===== src/rtl/dspRxPkg.sv =====
package dspRxPkg;

  // Per-edge strobes from the slot control to the datapath.
  typedef struct packed {
    logic shiftEn;    // current slot carries a data bit
    logic wordStart;  // current slot is the MSB of a word
    logic leftDone;   // current slot is the last left bit
    logic frameDone;  // current slot is the last right bit
  } rxStrobes_t;

endpackage


===== src/rtl/dspRxCtrl.sv =====
module dspRxCtrl
  import dspRxPkg::*;
#(
  parameter int OUT_W   = 32,
  parameter int SLOTS   = 64,
  parameter int DEF_LEN = 16,
  localparam int LEN_W  = $clog2(OUT_W) + 1,
  localparam int PAD_W  = $clog2(OUT_W),
  localparam int SLOT_W = $clog2(SLOTS)
) (
  input  logic             clk,
  input  logic             rst,
  input  logic [LEN_W-1:0] wordLen,
  input  logic             frameSync,
  output rxStrobes_t       strobes,
  output logic [PAD_W-1:0] padBits
);

  localparam int CMP_W = ((SLOT_W > LEN_W) ? SLOT_W : LEN_W) + 2;

  logic              fsPrev;
  logic              synced;
  logic [SLOT_W-1:0] slotCnt;
  logic              frameStart;
  logic              active;
  logic [SLOT_W-1:0] curSlot;
  logic [LEN_W-1:0]  effLen;
  logic [CMP_W-1:0]  slotExt;
  logic [CMP_W-1:0]  lenExt;
  logic [CMP_W-1:0]  lenTwice;

  // Word length selection with fallback for illegal codes
  always_comb begin
    if (wordLen == '0 || wordLen > LEN_W'(OUT_W)) effLen = LEN_W'(DEF_LEN);
    else                                          effLen = wordLen;
  end

  assign padBits = PAD_W'(LEN_W'(OUT_W) - effLen);

  // Frame start: strobe low on the previous edge, high on this one
  assign frameStart = frameSync & ~fsPrev;
  assign active     = frameStart | synced;
  assign curSlot    = frameStart ? '0 : slotCnt;

  assign slotExt  = CMP_W'(curSlot);
  assign lenExt   = CMP_W'(effLen);
  assign lenTwice = lenExt << 1;

  always_comb begin
    strobes           = '0;
    strobes.shiftEn   = active && (slotExt < lenTwice);
    strobes.wordStart = active && (slotExt == '0 || slotExt == lenExt);
    strobes.leftDone  = active && (slotExt == lenExt - CMP_W'(1));
    strobes.frameDone = active && (slotExt == lenTwice - CMP_W'(1));
  end

  always_ff @(posedge clk) begin
    if (rst) begin
      fsPrev  <= 1'b0;
      synced  <= 1'b0;
      slotCnt <= '0;
    end else begin
      fsPrev <= frameSync;
      if (active) begin
        slotCnt <= curSlot + SLOT_W'(1);
        synced  <= (curSlot != SLOT_W'(SLOTS - 1));
      end
    end
  end


  frame_restart_chk: assert property (@(posedge clk) disable iff (rst)
    frameStart |=> (slotCnt == SLOT_W'(1)));


  idle_after_last_chk: assert property (@(posedge clk) disable iff (rst)
    (synced && !frameStart && slotCnt == SLOT_W'(SLOTS - 1)) |=> !synced);


  stay_unsynced_chk: assert property (@(posedge clk) disable iff (rst)
    (!synced && !frameStart) |=> !synced);


  strobe_excl_chk: assert property (@(posedge clk) disable iff (rst)
    $onehot0({strobes.leftDone, strobes.frameDone}));

endmodule


===== src/rtl/dspRxDatapath.sv =====
module dspRxDatapath
  import dspRxPkg::*;
#(
  parameter int OUT_W  = 32,
  localparam int PAD_W = $clog2(OUT_W)
) (
  input  logic             clk,
  input  logic             rst,
  input  logic             serData,
  input  rxStrobes_t       strobes,
  input  logic [PAD_W-1:0] padBits,
  output logic [OUT_W-1:0] leftOut,
  output logic [OUT_W-1:0] rightOut,
  output logic             validOut
);

  logic [OUT_W-1:0] shReg;
  logic [OUT_W-1:0] shiftNext;
  logic [OUT_W-1:0] aligned;
  logic [OUT_W-1:0] leftHold;
  logic [OUT_W-1:0] padMask;

  // A new word restarts from an empty register; otherwise shift in at the LSB
  assign shiftNext = strobes.wordStart ? {{(OUT_W-1){1'b0}}, serData}
                                       : {shReg[OUT_W-2:0], serData};
  assign aligned   = shiftNext << padBits;

  always_ff @(posedge clk) begin
    if (rst) begin
      shReg    <= '0;
      leftHold <= '0;
      leftOut  <= '0;
      rightOut <= '0;
      validOut <= 1'b0;
    end else begin
      validOut <= 1'b0;
      if (strobes.shiftEn)  shReg    <= shiftNext;
      if (strobes.leftDone) leftHold <= aligned;
      if (strobes.frameDone) begin
        leftOut  <= leftHold;
        rightOut <= aligned;
        validOut <= 1'b1;
      end
    end
  end

  assign padMask = (OUT_W'(1) << padBits) - OUT_W'(1);


  valid_pulse_chk: assert property (@(posedge clk) disable iff (rst)
    validOut |=> !validOut);


  out_hold_chk: assert property (@(posedge clk) disable iff (rst)
    !validOut |-> ($stable(leftOut) && $stable(rightOut)));


  pad_zero_chk: assert property (@(posedge clk) disable iff (rst)
    validOut |-> (((leftOut & padMask) == '0) && ((rightOut & padMask) == '0)));

endmodule


===== src/rtl/dspAudioRx.sv =====
module dspAudioRx
  import dspRxPkg::*;
#(
  parameter int OUT_W   = 32,
  parameter int SLOTS   = 64,
  parameter int DEF_LEN = 16,
  localparam int LEN_W  = $clog2(OUT_W) + 1,
  localparam int PAD_W  = $clog2(OUT_W)
) (
  input  logic             bitClk,
  input  logic             rst,
  input  logic [LEN_W-1:0] wordLen,
  input  logic             frameSync,
  input  logic             serData,
  output logic [OUT_W-1:0] leftOut,
  output logic [OUT_W-1:0] rightOut,
  output logic             validOut
);

  rxStrobes_t       strobes;
  logic [PAD_W-1:0] padBits;

  dspRxCtrl #(.OUT_W(OUT_W), .SLOTS(SLOTS), .DEF_LEN(DEF_LEN)) ctrl (
    .clk      (bitClk),
    .rst      (rst),
    .wordLen  (wordLen),
    .frameSync(frameSync),
    .strobes  (strobes),
    .padBits  (padBits)
  );

  dspRxDatapath #(.OUT_W(OUT_W)) dpath (
    .clk     (bitClk),
    .rst     (rst),
    .serData (serData),
    .strobes (strobes),
    .padBits (padBits),
    .leftOut (leftOut),
    .rightOut(rightOut),
    .validOut(validOut)
  );

endmodule


===== config.mk =====
export PLATFORM = sky130hd
export DESIGN_NAME = dspAudioRx
export DESIGN_NICKNAME = d
export VERILOG_FILES = /design/src/rtl/dspRxPkg.sv /design/src/rtl/dspRxCtrl.sv /design/src/rtl/dspRxDatapath.sv /design/src/rtl/dspAudioRx.sv
export SDC_FILE = /design/constraint.sdc
export NUM_CORES = 1
export LEC_CHECK = 0
export ABC_AREA = 1
export ABC_CLOCK_PERIOD_IN_PS = 2750
export BUFFER_PORTS_ARGS = -buffer_cell sky130_fd_sc_hd__buf_2
export CAP_MARGIN = 20
export CORE_MARGIN = 4
export CORE_UTILIZATION = 51
export DETAILED_ROUTE_END_ITERATION = 10
export GPL_TIMING_DRIVEN = 0
export HOLD_SLACK_MARGIN = 0.15
export PLACE_DENSITY = 0.73
export RECOVER_POWER = 50
export SLEW_MARGIN = 30
export SYNTH_ARGS = -nofsm -noshare
export SYNTH_HDL_FRONTEND = slang
export SYNTH_HIERARCHICAL = 1
export SYNTH_SLANG_ARGS = --single-unit

===== constraint.sdc =====
create_clock -name bitClk -period 2.75 [get_ports bitClk]
set_input_delay 0.275 -clock bitClk [delete_from_list [all_inputs] [get_ports bitClk]]
set_output_delay 0.275 -clock bitClk [all_outputs]
set_load 0.02 [all_outputs]

; Yosys cells after proc, flatten, opt, wreduce, memory -nomap -nowiden
; Cells that the tools add are included.
[word_totals]
reg_bits = 136
input_bits = 10
output_inout_bits = 65
word_cells = 34
[op_classes]
n_shift = 1
reduce_logical = 8
bitwise = 3
n_eq_ne = 4
n_mux = 4
n_lt_le_gt_ge = 2
addsub = 4
[ops]
columns = operator, count
row1 = 32-bit 2-to-1 mux, 1
row2 = 32-bit by 5-bit << shifter with 32-bit output, 1
row3 = 6-bit by 8-bit == test with 1-bit output, 2
row4 = 6-bit 2-to-1 mux, 2
row5 = 8-bit logical NOT, 1
row6 = "7-bit by 1-bit subtractor with 8-bit output, second input constant", 1
row7 = 6-bit by 7-bit less-than comparator with 1-bit output, 1
row8 = "6-bit by 1-bit subtractor with 7-bit output, second input constant", 1
row9 = "6-bit by 1-bit adder with 6-bit output, second input constant", 1
row10 = 6-bit == test, 1
row11 = "6-bit greater-than comparator, second input constant", 1
row12 = 6-bit logical NOT, 1
row13 = "6-bit inequality test, second input constant", 1
row14 = "1-bit by 5-bit subtractor with 5-bit output, first input constant", 1
row15 = 1-bit logical AND, 4
row16 = 1-bit logical OR, 2
row17 = 1-bit AND, 1
row18 = 1-bit 2-to-1 mux, 1
row19 = 1-bit NOT, 1
row20 = 1-bit OR, 1

; Logic depth before layout (Yosys ltp)
[logic_depth]
ltp_word = 8
ltp_mapped = 22

; Cells and area by module
; The synthesis kept the hierarchy.
[modules_own_cells]
columns = mod, cells_per_inst, area_each_um2, n_inst, seq_area_each_um2
row1 = dspRxDatapath, 914, 6164.7, 1, 2562.5
row2 = dspRxCtrl, 161, 974.7, 1, 160.2

; Worst setup path before layout
; OpenSTA, ideal clock, no wires.
[synth_timing]
path_type = input to register
start = input port wordLen[1]
end = register dpath.rightOut[7]
arrival_ps = 2451
setup_time_ps = 122
stages = 16
path_slack_ps = 178
cell_sequence = nor2_4 -> nand3_4 -> nand2_4 -> nand3_2 -> ha_1 -> xor2_1 -> nor3_1 -> nand2_1 -> nor2_1 -> nand2_1 -> nor2_1 -> clkbuf_1 -> inv_1 -> clkbuf_1 -> nand3_1 -> o21ai_0
[synth_between]
word_cells_on_any_way = 13
[synth_lines]
columns = item, line
row1 = "start, declared", dspAudioRx.sv:12  ; input logic [LEN_W-1:0] wordLen,
row2 = 6-bit greater-than comparator or 6-bit logical NOT (tied branches), dspRxCtrl.sv:34  ; if (wordLen == '0 || wordLen > LEN_W'(OUT_W)) effLen = LEN_W'(DEF_LEN);
row3 = 1-bit logical OR, dspRxCtrl.sv:34
row4 = 6-bit 2-to-1 mux (*), dspRxCtrl.sv:34
row5 = 1-bit by 5-bit subtractor with 5-bit output (*), dspRxCtrl.sv:38  ; assign padBits = PAD_W'(LEN_W'(OUT_W) - effLen);
row6 = net padBits[1], dspAudioRx.sv:21  ; logic [PAD_W-1:0] padBits;
row7 = 32-bit by 5-bit << shifter with 32-bit output (*), dspRxDatapath.sv:26  ; assign aligned = shiftNext << padBits;
row8 = "end signal, assigned", dspRxDatapath.sv:41  ; rightOut <= aligned;
row9 = "end, declared", dspRxDatapath.sv:13  ; output logic [OUT_W-1:0] rightOut,
; Mark *: on every way through the listed nets, which the timed path passes. The rest lies on a longest branch.
; A chain may end at the register's enable or synchronous reset.

==> run_results.csv <==
group,metric,value,unit
outcome,status,"finished clean",
detailed_routing,num_vias,7936,
clocking,clkTransAtPathRegs,0.06,ns
floorplanning,io_pins,75,
detailed_routing,viasPerCell,5.835,
timing,finalCritPeriodShare,97.90,%
global_routing,grt_usage,27.94,%
synthesis,synth_xor_area_share,0.3680,%
detailed_routing,routed_wl,23020,um
synthesis,yosysSeqAreaShare,38.14,%
final_layout,area_delta_synth_final,24.96,%
power_and_ir_drop,pwr-share-seq,37.5,%
synthesis,synth-warning-count,6,
power_and_ir_drop,combPwrFrac,20.6,%
floorplanning,core-area,13450,um2
power_and_ir_drop,finalPower,5.542,mW
setup_path,critPathRequiredTime,3.07,ns
synthesis,syn_area,7139,um2
final_layout,final_cell_area,8921,um2
detailed_routing,dr.first_iter.drc_count,753,
setup_path,r2r-start,"ctrl/fsPrev",
timing,finalCriticalPeriod,2.692,ns
floorplanning,dieHeight,126.3,um
final_layout,layout.nets,1190,
final_layout,final_util,66.31,%
placement,io_buffers,74,
final_layout,finalNonFillerCells,1360,
global_routing,grt_pass1_vias,7244,
timing,hold_viol,0,
synthesis,synth_fa_ha_area_share,1.227,%
setup_path,criticalPathCategory,"register to register",
timing,tns,0,ns
clocking,cts_tree,"yes",
placement,dp_cells,1325,
power_and_ir_drop,peakVddDrop,0.4302,mV
timing,finalMaxSlewViolations,0,
final_layout,layout_commonest_cell,"nand3_1",
final_layout,fillers,1284,
synthesis,yosys.area_share.simple,37.12,%
timing,fmax,0.3714,GHz
timing,max_slew.worst_pin.slew,0.6419,ns
timing,clock_skew,0.009436,ns
final_layout,diodes,0,
setup_path,crit_start,"ctrl/fsPrev",
global_routing,grt_max_degree,17,
floorplanning,die_area,15960,um2
synthesis,synth_compound_area_share,14.04,%
hold_path,hp-start,"serData",
synthesis,avgSynthCellArea,6.641,um2
global_routing,grt_overflow_total,0,
floorplanning,die-width,126.3,um
final_layout,layout_common_cells,"196 x nand3_1, 136 x dfxtp_1, 122 x nor2_1",
placement,gp_congestion,0.9958,
clocking,cts.sinks,136,
global_routing,grt.busiest_layer,"met2",
timing,setup_slack,0.05773,ns
synthesis,ys_types,34,
power_and_ir_drop,clock_power_share,41.9,%
power_and_ir_drop,power_per_cell_area,621.3,nW/um2
timing,slew_headroom,57.21,%
timing,timing.hold.ws,0.1642,ns
job,max-cap-violations,0,
power_and_ir_drop,p_leak,3.893,nW
power_and_ir_drop,p_int,3.823,mW
global_routing,grtUsageMet3,5.591,%
synthesis,synth_seq_cells,136,
detailed_routing,postRouteAntennaNets,0,
timing,grt_setup_unrepaired,"true",
clocking,h-tree-depth,4,
global_routing,grt_pass1_wl,36140,um
placement,dpl_cell_area,7730,um2
detailed_routing,drt-pass1-iter-count,6,
detailed_routing,wl_per_cell,16.92,um
synthesis,syn_inst,1075,
setup_path,start_kind,"register",
global_routing,grt_util_met1,38.04,%
clocking,cts-root-buf,"clkbuf_16",
clocking,worstSkewPairLatency,0.43,ns
synthesis,synth_nets,1092,
setup_path,arrival,3.01,ns
final_layout,final_layout_size_suffix_gt1_share,18.83,%
power_and_ir_drop,switching_share,31.03,%
floorplanning,rows,42,
floorplanning,start_util,53.07,%
clocking,cts_buffers,17,
clocking,clk_path_buf_depth,2,
placement,dp_slack,-0.9137,ns
global_routing,grt.met2_usage,44.88,%
detailed_routing,drc,0,
setup_path,path_max_fanout,10,
synthesis,synth_top_family_by_area,"simple AND/OR/NAND/NOR gates",
synthesis,muxShareOfSynthArea,0,%
setup_path,end_kind,"register",
timing,finalSetupViolations,0,
hold_path,min_path_type,"primary input to register",
global_routing,antenna_found_initial,0,
placement,dp_hpwl,16870,um
power_and_ir_drop,netSwitchingPower,1.720,mW
## power by group through the flow
stage               clock [mW]  combinational [mW]  sequential [mW]
global placement             0               0.926             2.12
global route              2.44                1.24             2.08
floorplan                    0               0.694             2.10
finish                    2.32                1.14             2.08
CTS                       2.34               0.952             2.07
detailed placement           0               0.930             2.12
## kinds of logic after synthesis
kind of cell    Yosys count
compound gates          195
simple gates            573
flops                   136
buf+inv                 161
xor+xnor                  3
fa+ha+maj                 7
## critical path: stages, from the launching register on
cell	delay (ns)
dfxtp_1	0.30
inv_1	0.05
nand2_4	0.10
nand2_1	0.13
inv_1	0.15
nand4_1	0.17
a21oi_2	0.18
nand3_2	0.10
a21oi_4	0.25
inv_4	0.09
buf_4	0.19
nand3_1	0.09
nand3_1	0.11
nand3_1	0.17
nand3_1	0.10
nand3_1	0.11
nand3_1	0.13
nand2_1	0.09
inv_1	0.03
## state kept, by name, summed over array words and instances (netlist names)
signal / cells
dpath/validOut: 1
ctrl/fsPrev: 1
dpath/rightOut: 32
ctrl/slotCnt: 6
dpath/shReg: 31
ctrl/synced: 1
dpath/leftHold: 32
dpath/leftOut: 32
## Yosys cell counts
cell        n  area share (%)
nand3_1   296              21
dfxtp_1   136              38
nor2_1    125             6.6
nand2_1   120             6.3
o21ai_0    96             6.7
a21oi_1    88             6.2
inv_1      77             4.0
clkbuf_1   45             2.4
buf_1      14            0.74
buf_2      13            0.91
ha_1        7             1.2
nor3_1      7            0.49
a211oi_1    6            0.63
nand3_2     5            0.70
inv_2       4            0.21
nand2_2     4            0.35
nand4_1     4            0.35
buf_6       3            0.47
clkinv_1    3            0.16
nor2_2      3            0.26
xor2_1      3            0.37
buf_4       2            0.21
nand3b_1    2            0.21
nor2_4      2            0.32
a21oi_2     1            0.12
a31oi_1     1           0.088
nand2_4     1            0.16
nand3_4     1            0.25
nand4_2     1            0.18
nor3_2      1            0.14
o211ai_1    1            0.11
o21ai_1     1           0.070
o21ai_2     1            0.12
or2_2       1           0.088
## final cells by class
type	instances	area, um2	area share, %
buffer	76	360.3	4.039
clock buffer	19	442.9	4.965
tap	176	220.2	2.468
multi-input combinational	778	4349	48.75
clock inverter	11	148.9	1.669
sequential	136	2723	30.52
timing repair buffer	80	356.6	3.997
inverter	84	320.3	3.590
## final timing paths
check                             to  slack (ns)  depth (start not counted)
setup / recovery  dpath/leftHold[20]        0.06                         18
hold / removal        dpath/shReg[0]        0.16                          3
setup reg to reg  dpath/leftHold[20]        0.06                         18
hold reg to reg    dpath/leftOut[31]        0.46                          2
## metal layers
layer  up-vias  wire length (um)
met1      3722             10320
li1       3844                 -
met4         0               552
met2       318             10500
met5         -                 0
met3        52              1647
## what timing repair did
| action | in CTS | in global routing |
|---|---|---|
| setup endpoints to repair | 127 | 126 |
| resized for setup | 20 | 131 |
| endpoints found under the hold margin | 6 | 0 |
| pin swaps | 1 | 14 |
| setup buffers | 1 | 2 |
| hold buffers | 3 | 0 |
Note: power is estimated with default switching activity, not from simulation.
